==> config.mk <==
export PLATFORM = sky130hd
export DESIGN_NAME = fpst_stack_regs
export DESIGN_NICKNAME = d
export VERILOG_FILES = /design/src/rtl/fpst_pkg.sv /design/src/rtl/fpst_ctrl.sv /design/src/rtl/fpst_tags.sv /design/src/rtl/fpst_data.sv /design/src/rtl/fpst_stack_regs.sv
export SDC_FILE = /design/constraint.sdc
export NUM_CORES = 2
export LEC_CHECK = 0
export BUFFER_PORTS_ARGS = -buffer_cell sky130_fd_sc_hd__buf_2
export CAP_MARGIN = 20
export CORE_MARGIN = 5
export CORE_UTILIZATION = 45
export DETAILED_ROUTE_END_ITERATION = 10
export PLACE_DENSITY = 0.7
export SYNTH_ARGS = -nofsm -noshare
export SYNTH_HDL_FRONTEND = slang
export SYNTH_SLANG_ARGS = --single-unit
==> constraint.sdc <==
create_clock -name clk -period 10.2 [get_ports clk]
set_clock_uncertainty 0.2 [all_clocks]
set_input_delay 0.51 -clock clk [delete_from_list [all_inputs] [get_ports clk]]
set_output_delay 0.51 -clock clk [all_outputs]
set_load 0.005 [all_outputs]
==> src/rtl/fpst_pkg.sv <==
`timescale 1ns/1ps
package fpst_pkg;

  typedef enum logic [3:0] {
    OP_NOP    = 4'd0,
    OP_PUSH   = 4'd1,
    OP_POP    = 4'd2,
    OP_STORE  = 4'd3,
    OP_STOREP = 4'd4,
    OP_RDI    = 4'd5,
    OP_WRI    = 4'd6,
    OP_XCHG   = 4'd7,
    OP_INIT   = 4'd8,
    OP_EMPTY  = 4'd9
  } stk_op_e;

  typedef enum logic [1:0] {
    SRC_CMD   = 2'd0,
    SRC_PEER  = 2'd1,
    SRC_ALIAS = 2'd2
  } wsrc_e;

  localparam logic [1:0] TAG_VALID = 2'b00;
  localparam logic [1:0] TAG_EMPTY = 2'b11;

endpackage

==> src/rtl/fpst_ctrl.sv <==
`timescale 1ns/1ps
// Command decode: turns the command, the pointer and the tags into
// write-port, tag, pointer and fault actions for one cycle.
module fpst_ctrl
  import fpst_pkg::*;
#(
  parameter int DEPTH = 8,
  parameter int PW    = $clog2(DEPTH)
) (
  input  logic                  cmd_valid,
  input  stk_op_e               cmd_op,
  input  logic [PW-1:0]         cmd_idx,
  input  logic [PW-1:0]         top,
  input  logic [DEPTH-1:0][1:0] tags,
  input  logic                  mm_en,
  input  logic                  mm_we,
  input  logic [PW-1:0]         mm_idx,
  output logic                  top_we,
  output logic [PW-1:0]         top_nxt,
  output logic                  tag_clr_all,
  output logic                  tag_val_all,
  output logic                  tag_set_en,
  output logic [PW-1:0]         tag_set_addr,
  output logic [1:0]            tag_set_val,
  output logic                  wa_en,
  output logic [PW-1:0]         wa_addr,
  output wsrc_e                 wa_src,
  output logic                  wb_en,
  output logic [PW-1:0]         wb_addr,
  output logic [PW-1:0]         rb_addr,
  output logic                  rd_en,
  output logic                  rd_from_b,
  output logic                  mm_rd,
  output logic                  ovf,
  output logic                  unf
);

  logic [PW-1:0] p0, pi, pp;
  logic          e0, ei;

  // Pointer arithmetic wraps at DEPTH (DEPTH is a power of two).
  assign p0 = top;
  assign pi = top + cmd_idx;
  assign pp = top - PW'(1);
  assign e0 = (tags[p0] == TAG_EMPTY);
  assign ei = (tags[pi] == TAG_EMPTY);

  assign rb_addr = mm_en ? mm_idx : pi;

  always_comb begin
    top_we       = 1'b0;
    top_nxt      = '0;
    tag_clr_all  = 1'b0;
    tag_val_all  = 1'b0;
    tag_set_en   = 1'b0;
    tag_set_addr = p0;
    tag_set_val  = TAG_VALID;
    wa_en        = 1'b0;
    wa_addr      = p0;
    wa_src       = SRC_CMD;
    wb_en        = 1'b0;
    wb_addr      = pi;
    rd_en        = 1'b0;
    rd_from_b    = 1'b0;
    mm_rd        = 1'b0;
    ovf          = 1'b0;
    unf          = 1'b0;
    if (mm_en) begin
      // Alias port owns the cycle; any stack command is dropped.
      tag_val_all = 1'b1;
      if (mm_we) begin
        wa_en   = 1'b1;
        wa_addr = mm_idx;
        wa_src  = SRC_ALIAS;
        top_we  = 1'b1;
        top_nxt = '0;
      end else begin
        mm_rd = 1'b1;
      end
    end else if (cmd_valid) begin
      case (cmd_op)
        OP_PUSH: begin
          if (tags[pp] != TAG_EMPTY) begin
            ovf = 1'b1;
          end else begin
            wa_en        = 1'b1;
            wa_addr      = pp;
            tag_set_en   = 1'b1;
            tag_set_addr = pp;
            top_we       = 1'b1;
            top_nxt      = pp;
          end
        end
        OP_POP, OP_STOREP: begin
          if (e0) begin
            unf = 1'b1;
          end else begin
            tag_set_en   = 1'b1;
            tag_set_addr = p0;
            tag_set_val  = TAG_EMPTY;
            top_we       = 1'b1;
            top_nxt      = p0 + PW'(1);
            rd_en        = (cmd_op == OP_STOREP);
          end
        end
        OP_STORE: begin
          if (e0) unf = 1'b1;
          else    rd_en = 1'b1;
        end
        OP_RDI: begin
          if (ei) begin
            unf = 1'b1;
          end else begin
            rd_en     = 1'b1;
            rd_from_b = 1'b1;
          end
        end
        OP_WRI: begin
          wa_en        = 1'b1;
          wa_addr      = pi;
          tag_set_en   = 1'b1;
          tag_set_addr = pi;
        end
        OP_XCHG: begin
          if (e0 || ei) begin
            unf = 1'b1;
          end else begin
            wa_en   = 1'b1;
            wa_addr = p0;
            wa_src  = SRC_PEER;
            wb_en   = 1'b1;
          end
        end
        OP_INIT: begin
          top_we      = 1'b1;
          top_nxt     = '0;
          tag_clr_all = 1'b1;
        end
        OP_EMPTY: begin
          tag_clr_all = 1'b1;
        end
        default: ;
      endcase
    end
  end

endmodule

==> src/rtl/fpst_tags.sv <==
`timescale 1ns/1ps
// Per-register 2-bit tags with whole-file set/clear and a single-slot update.
module fpst_tags
  import fpst_pkg::*;
#(
  parameter int DEPTH = 8,
  parameter int PW    = $clog2(DEPTH)
) (
  input  logic                  clk,
  input  logic                  rst,
  input  logic                  clr_all,
  input  logic                  val_all,
  input  logic                  set_en,
  input  logic [PW-1:0]         set_addr,
  input  logic [1:0]            set_val,
  output logic [DEPTH-1:0][1:0] tags
);

  always_ff @(posedge clk) begin
    if (rst) begin
      for (int k = 0; k < DEPTH; k++) tags[k] <= TAG_EMPTY;
    end else if (clr_all) begin
      for (int k = 0; k < DEPTH; k++) tags[k] <= TAG_EMPTY;
    end else if (val_all) begin
      for (int k = 0; k < DEPTH; k++) tags[k] <= TAG_VALID;
    end else if (set_en) begin
      tags[set_addr] <= set_val;
    end
  end

endmodule

==> src/rtl/fpst_data.sv <==
`timescale 1ns/1ps
// Register array: two write ports (exchange writes both slots at once),
// two asynchronous read ports. No reset on the storage.
module fpst_data #(
  parameter int DEPTH = 8,
  parameter int WIDTH = 80,
  parameter int PW    = $clog2(DEPTH)
) (
  input  logic             clk,
  input  logic             wa_en,
  input  logic [PW-1:0]    wa_addr,
  input  logic [WIDTH-1:0] wa_din,
  input  logic             wb_en,
  input  logic [PW-1:0]    wb_addr,
  input  logic [WIDTH-1:0] wb_din,
  input  logic [PW-1:0]    ra_addr,
  output logic [WIDTH-1:0] ra_q,
  input  logic [PW-1:0]    rb_addr,
  output logic [WIDTH-1:0] rb_q
);

  logic [WIDTH-1:0] mem [DEPTH];

  always_ff @(posedge clk) begin
    if (wb_en) mem[wb_addr] <= wb_din;
    if (wa_en) mem[wa_addr] <= wa_din;
  end

  assign ra_q = mem[ra_addr];
  assign rb_q = mem[rb_addr];

endmodule

==> src/rtl/fpst_stack_regs.sv <==
`timescale 1ns/1ps
module fpst_stack_regs
  import fpst_pkg::*;
#(
  parameter int DEPTH   = 8,
  parameter int WIDTH   = 80,
  parameter int ALIAS_W = 64,
  localparam int PW     = $clog2(DEPTH),
  localparam int HIGH_W = WIDTH - ALIAS_W
) (
  input  logic               clk,
  input  logic               rst,
  input  logic               cmd_valid,
  input  logic [3:0]         cmd_op,
  input  logic [PW-1:0]      cmd_idx,
  input  logic [WIDTH-1:0]   cmd_wdata,
  input  logic               mm_en,
  input  logic               mm_we,
  input  logic [PW-1:0]      mm_idx,
  input  logic [ALIAS_W-1:0] mm_wdata,
  output logic [WIDTH-1:0]   rd_data,
  output logic               rd_valid,
  output logic [ALIAS_W-1:0] mm_rdata,
  output logic               mm_rvalid,
  output logic               stk_overflow,
  output logic               stk_underflow,
  output logic [PW-1:0]      top_ptr,
  output logic [2*DEPTH-1:0] tag_word
);

  stk_op_e               op_e;
  logic [DEPTH-1:0][1:0] tags_q;
  logic                  top_we, tag_clr_all, tag_val_all, tag_set_en;
  logic [PW-1:0]         top_nxt, tag_set_addr, wa_addr, wb_addr, rb_addr;
  logic [1:0]            tag_set_val;
  logic                  wa_en, wb_en, rd_en, rd_from_b, mm_rd, ovf_c, unf_c;
  wsrc_e                 wa_src;
  logic [WIDTH-1:0]      wa_din, ra_q, rb_q;

  assign op_e = stk_op_e'(cmd_op);

  fpst_ctrl #(.DEPTH(DEPTH), .PW(PW)) u_ctrl (
    .cmd_valid    (cmd_valid),
    .cmd_op       (op_e),
    .cmd_idx      (cmd_idx),
    .top          (top_ptr),
    .tags         (tags_q),
    .mm_en        (mm_en),
    .mm_we        (mm_we),
    .mm_idx       (mm_idx),
    .top_we       (top_we),
    .top_nxt      (top_nxt),
    .tag_clr_all  (tag_clr_all),
    .tag_val_all  (tag_val_all),
    .tag_set_en   (tag_set_en),
    .tag_set_addr (tag_set_addr),
    .tag_set_val  (tag_set_val),
    .wa_en        (wa_en),
    .wa_addr      (wa_addr),
    .wa_src       (wa_src),
    .wb_en        (wb_en),
    .wb_addr      (wb_addr),
    .rb_addr      (rb_addr),
    .rd_en        (rd_en),
    .rd_from_b    (rd_from_b),
    .mm_rd        (mm_rd),
    .ovf          (ovf_c),
    .unf          (unf_c)
  );

  fpst_tags #(.DEPTH(DEPTH), .PW(PW)) u_tags (
    .clk      (clk),
    .rst      (rst),
    .clr_all  (tag_clr_all),
    .val_all  (tag_val_all),
    .set_en   (tag_set_en),
    .set_addr (tag_set_addr),
    .set_val  (tag_set_val),
    .tags     (tags_q)
  );

  always_comb begin
    case (wa_src)
      SRC_PEER:  wa_din = rb_q;
      SRC_ALIAS: wa_din = {{HIGH_W{1'b1}}, mm_wdata};
      default:   wa_din = cmd_wdata;
    endcase
  end

  fpst_data #(.DEPTH(DEPTH), .WIDTH(WIDTH), .PW(PW)) u_data (
    .clk     (clk),
    .wa_en   (wa_en),
    .wa_addr (wa_addr),
    .wa_din  (wa_din),
    .wb_en   (wb_en),
    .wb_addr (wb_addr),
    .wb_din  (ra_q),
    .ra_addr (top_ptr),
    .ra_q    (ra_q),
    .rb_addr (rb_addr),
    .rb_q    (rb_q)
  );

  always_ff @(posedge clk) begin
    if (rst) begin
      top_ptr       <= '0;
      rd_valid      <= 1'b0;
      rd_data       <= '0;
      mm_rvalid     <= 1'b0;
      mm_rdata      <= '0;
      stk_overflow  <= 1'b0;
      stk_underflow <= 1'b0;
    end else begin
      if (top_we) top_ptr <= top_nxt;
      rd_valid      <= rd_en;
      mm_rvalid     <= mm_rd;
      stk_overflow  <= ovf_c;
      stk_underflow <= unf_c;
      if (rd_en) rd_data  <= rd_from_b ? rb_q : ra_q;
      if (mm_rd) mm_rdata <= rb_q[ALIAS_W-1:0];
    end
  end

  assign tag_word = tags_q;

endmodule

## After elaboration in Yosys (flattened, before gate mapping)

Memory sizes are Yosys's and may differ from the RTL's. A register that Yosys moved wholly into a read port is not among the register bits.
Cells that the tools add are included.

| storage, ports and cells | value |
|---|---|
| bits in registers | 167 |
| RAM bits | 640 |
| input port bits | 159 |
| output and inout port bits | 167 |
| memories | 1 |

Memory list:

| memory | depth | bits a word | read ports | clocked after memory_dff | wr ports | line | RTL |
|---|---|---|---|---|---|---|---|
| u_data.mem | 8 | 80 | 2 | 1 | 2 | fpst_data.sv:22 | `logic [WIDTH-1:0] mem [DEPTH];` |

| operators by class | value |
|---|---|
| $add $sub $neg | 3 |
| $lt $le $gt $ge | 5 |
| equality and inequality tests | 14 |
| multiplexer cells | 75 |
| bitwise logic cells | 2 |
| reduce and logical (&&, ||, !) cells | 9 |

Operators with widths:

| cell | number |
|---|---|
| case mux 80 bit (2 select lines) | 1 |
| 2-to-1 mux 80 bit | 1 |
| 2-to-1 mux 3 bit | 12 |
| 2-to-1 mux 1 bit | 35 |
| 2-to-1 mux 16 bit | 2 |
| 2-to-1 mux 2 bit | 12 |
| binary-select mux 2 bit (select 3 bit) | 3 |
| bitwise mux 16 bit | 1 |
| equality test 4 x 3 -> 1 bit, second input constant | 4 |
| < comparator 3 x 4 -> 1 bit, second input constant | 4 |
| case mux 1 bit (3 select lines) | 5 |
| case mux 3 bit (2 select lines) | 2 |
| equality test 4 x 2 -> 1 bit, second input constant | 2 |
| equality test 4 bit, second input constant | 2 |
| demux 2 bit (select 3 bit) | 1 |
| equality test 2 bit, second input constant | 3 |
| OR reduction 2 bit | 3 |
| OR reduction 3 bit | 2 |
| equality test 4 x 1 -> 1 bit, second input constant | 1 |
| OR reduction 4 bit | 1 |
| adder 3 x 1 -> 3 bit, second input constant | 1 |
| adder 3 bit | 1 |
| >= comparator 3 x 1 -> 1 bit, second input constant | 1 |
| subtractor 3 x 1 -> 3 bit, second input constant | 1 |
| 6 further kinds | 7 |

## Longest topological paths before layout

| logic depth | value |
|---|---|
| word-level depth | 15 |
| depth in mapped cells | 16 |

## By module

A second synthesis with hierarchy kept.

| second synthesis, totals | value |
|---|---|
| cells, all modules | 2987 |
| area, all modules | 45852.7 um2 |

Modules (own cells, without submodules):

| module | instances | cells each | area each (um2) | seq. area each (um2) |
|---|---|---|---|---|
| fpst_data | 1 | 1943 | 36804.0 | 19218.4 |
| fpst_stack_regs | 1 | 860 | 7478.4 | 3022.9 |
| fpst_ctrl | 1 | 123 | 887.1 | 0.0 |
| fpst_tags | 1 | 61 | 683.2 | 320.3 |

## Worst setup path before layout

Ideal clock, no wire load.

| timing | value |
|---|---|
| kind | input to register |
| start | in cmd_idx[0] |
| end | mem u_data.mem[6][0], enable pin |
| library setup time | 0.636 ns |
| arrival time | 8.442 ns |
| setup slack | 0.922 ns |
| stages | 11 |
| buffers on the path | 3 |
| path through | ha_1 > inv_1 > fa_1 > buf_2 > mux4_2 > mux2i_4 > o211a_1 > buf_2 > buf_2 > nand2_1 > o31ai_1 |

RTL lines:

| item | line | RTL |
|---|---|---|
| start, declared | fpst_stack_regs.sv:15 | `input logic [PW-1:0] cmd_idx,` |
| end, declared | fpst_data.sv:22 |  |

==> results by group <==
Run status
  – Status: complete, no violations

CTS
  – Clk sink count: 802
  – Clk pin slew, worst setup/hold paths: 0.06 ns
  – Worst-Skew Late Latency: 0.67 ns
  – Hold Buf Count CTS: 0
  – TritonCTS clock tree: built
  – H-tree depth: 3
  – Root Driver: clkbuf_16
  – Postcts setup bufs: 0
  – Total CTS buffers: about 90
  – Count of cells resized by post-cts repair: 0
  – CTS Buffer Depth: 3

Critical path
  – CP max stage cell: buf_4
  – Reg2reg start: top_ptr[0]
  – CP arrival: 6.71 ns
  – Setup crit start kind: register
  – Worst reg-to-reg path cell count: 15
  – Worst-path maximum fanout: about 50
  – Crit-path max cell delay: 0.79 ns
  – Setup crit start: top_ptr[0]
  – CP Data Required Time: 10.25 ns
  – Reg2Reg Setup Slack: about 3.5 ns
  – Crit Reg-Reg Endpoint: u_data.mem[2][32]
  – Crit end category: register
  – Setup CP Type: register to register
  – Buf+Inv Stages, Crit Path: 5
  – CP top delay family: buffers and inverters
  – Worst path most repeated cell: buf_4
  – Critical-path cell list: inv_1 > ha_1 > mux4_2 > mux2i_2 > inv_2 > ha_1 > or4b_1 > a21oi_1 > nor2_1 > or3_1 > nand4_1 > buf_4 > o31ai_4 > buf_4 > buf_4

Floorplanning
  – Die Wd: approximately 330 um
  – Die Height: about 330 um
  – Core Footprint: 101600 um^2
  – Initial Util: a little under half
  – Die area: 108400 um^2
  – IO Count: between 300 and 400
  – Num rows: 117

Yosys
  – Number of synthesized flops with an enable pin: 640
  – Cells after Synth: ~3800
  – Cell area after synthesis: 45880 um^2
  – Multiplexer share of the synthesized area: between 20 and 25%
  – Seq/Total Area, Yosys: 48.95%
  – Unique masters post-synth: 74
  – Post-synth top flop: edfxtp_1
  – Mean Syn Cell Area: about 12 um^2
  – Flops & latches, synth: roughly 800
  – Post-synthesis xor/xnor area fraction: less than 1%
  – Async SR Flop Fraction: 0%
  – Synth Area in Compound Gates: between 10 and 15%
  – Area share of the largest cell type after synthesis: 41.89%
  – Yosys Warn Count: 0
  – Largest area contributor in the netlist: edfxtp_1
  – Synth Area in Adders: 0.1527%
  – Largest family of logic cells by synthesized area: multiplexers
  – Post-Syn Nets: 3945
  – Simple-gate area share of the yosys netlist: 6.913%
  – Synth top area cells: edfxtp_1, mux2i_1, mux4_2, dfxtp_1, a21oi_1

STA
  – Fin. max-slew vios: 0
  – Relative slew slack: 21.83%
  – Post-layout min period: 6.652 ns
  – RSZ-0062 raised after global routing: no
  – Setup Viol. Count Final: 0
  – Setup TNS: 0 ns
  – Period utilization: 65.22%
  – Fmax: 150.3 MHz
  – Final Hold Vio Count: 0
  – Worst slew pin tran: 1.140 ns
  – Worst hold margin: 0.06010 ns

Hold path
  – Worst Hold Path EP: rd_data[54]
  – Worst Min Path Start: rst
  – Hold depth: 2
  – Hold Path Class: input port to register

Route
  – DRT antenna net count: 0
  – DRC: 0
  – Vias after detailed routing: 34920
  – Total Wirelength: 153200 um
  – Vias per cell: 6.509
  – DRT iter0 DRCs: slightly above 4000
  – First-pass DRT Iterations: 6
  – WL per Instance: 28.57 um

Finish
  – Util after Layout: 50.26%
  – Most frequent cells in the layout: mux2i_1, edfxtp_1, buf_2
  – # diodes: 0
  – Commonest non-fill, non-tap cell in the layout: mux2i_1
  – Nets: 4083
  – Fill cells: 8973
  – Share of layout cells above drive strength 1: 21.07%
  – Layout overhead on the synthesized area: 11.28%

Flow run
  – Max-Cap Viols: 0

Pwr
  – Tot Pwr: 7.605 mW
  – Leak Pwr: 21.19 nW
  – Ratio of total power to cell area: 149.0 nW/um^2
  – Worst VDD drop: roughly 0.12 mV

Place
  – HPWL Detailed: between 80000 and 90000 um
  – Gp weighted congestion: 0.8671
  – I/O Buffers: 325

Global routing
  – Initial antenna violation count: 7
  – GRT Total Usage: approximately 27%
  – First-pass GRT wire length: 225200 um
  – Pin count of the biggest net entering global routing: 162
  – GRT overflow: 0
  – Number of global-route vias before repair: around 35000
where the power goes:
| part | switching [mW] | total, mW | internal [mW] |
|---|---|---|---|
| Combinational | 0.516 | 0.769 | 0.253 |
| Clock | 1.39 | 3.26 | 1.86 |
| Sequential | 0.0273 | 3.58 | 3.55 |
per-stage QoR:
step | cells | instance area, um^2 | worst slack (ns)
detailed placement | 5191 | 48090 | 3.681
global placement | 5190 | 48060 | 3.773
finish | 5364 | 51060 | 3.548
global route | 5364 | 51060 | 3.317
CTS | 5361 | 51040 | 3.625
floorplan | 3781 | 45880 | 0.9216
registers in the layout (all words and copies together), names as in the netlist, named ones only:
name	flops
rd_data	80
mm_rdata	64
stk_overflow	1
u_tags.tags	8
stk_underflow	1
top_ptr	3
mm_rvalid	1
u_data.mem	640
rd_valid	1
Yosys cell counts (46+ instances only):
master	instances
inv_1	77
a21o_1	95
mux4_2	164
nor2_1	182
o21ai_0	56
clkbuf_1	192
o2111ai_1	46
edfxtp_1	640
o31ai_1	47
dfxtp_1	162
a211o_1	81
mux2i_1	724
o22ai_1	84
a2111oi_0	69
a21oi_1	266
buf_2	49
nand2_1	270
buf_6	68
nand3_1	155
final cells by class:
| class | instances | area (um^2) | area share, % |
|---|---|---|---|
| Multi-Input combinational cell | 2546 | 21380 | 41.88 |
| Sequential cell | 802 | 22470 | 44.01 |
| Tap cell | 1368 | 1712 | 3.352 |
| Clock inverter | 42 | 334.1 | 0.6543 |
| Timing Repair Buffer | 400 | 2253 | 4.413 |
| Clock buffer | 128 | 2610 | 5.112 |
| Inverter | 78 | 292.8 | 0.5734 |
metal layers:
metal | global-route usage (%) | part of all wire (%) | vias up
li1 | - | - | 14990
met1 | 35.61 | 38 | 17400
met2 | 44.83 | 47 | 2178
met3 | 6.686 | 11 | 330
met4 | 9.233 | 3.1 | 10
met5 | 0 | 0.044 | -
kinds of logic after synthesis:
family	Yosys count
mux	931
compound gates	896
flops	802
simple gates	710
buf+inv	433
fa+ha+maj	5
xor+xnor	4
how the worst max path moves through the flow:
stage                                    to  cells past startpoint
after floorplan            u_data.mem[6][0]                     11
after global placement    u_data.mem[2][44]                     15
after detailed placement  u_data.mem[2][48]                     15
after CTS                 u_data.mem[2][32]                     15
after global routing      u_data.mem[2][32]                     15
final                     u_data.mem[2][32]                     15
Power figures use the tool's default switching activity.
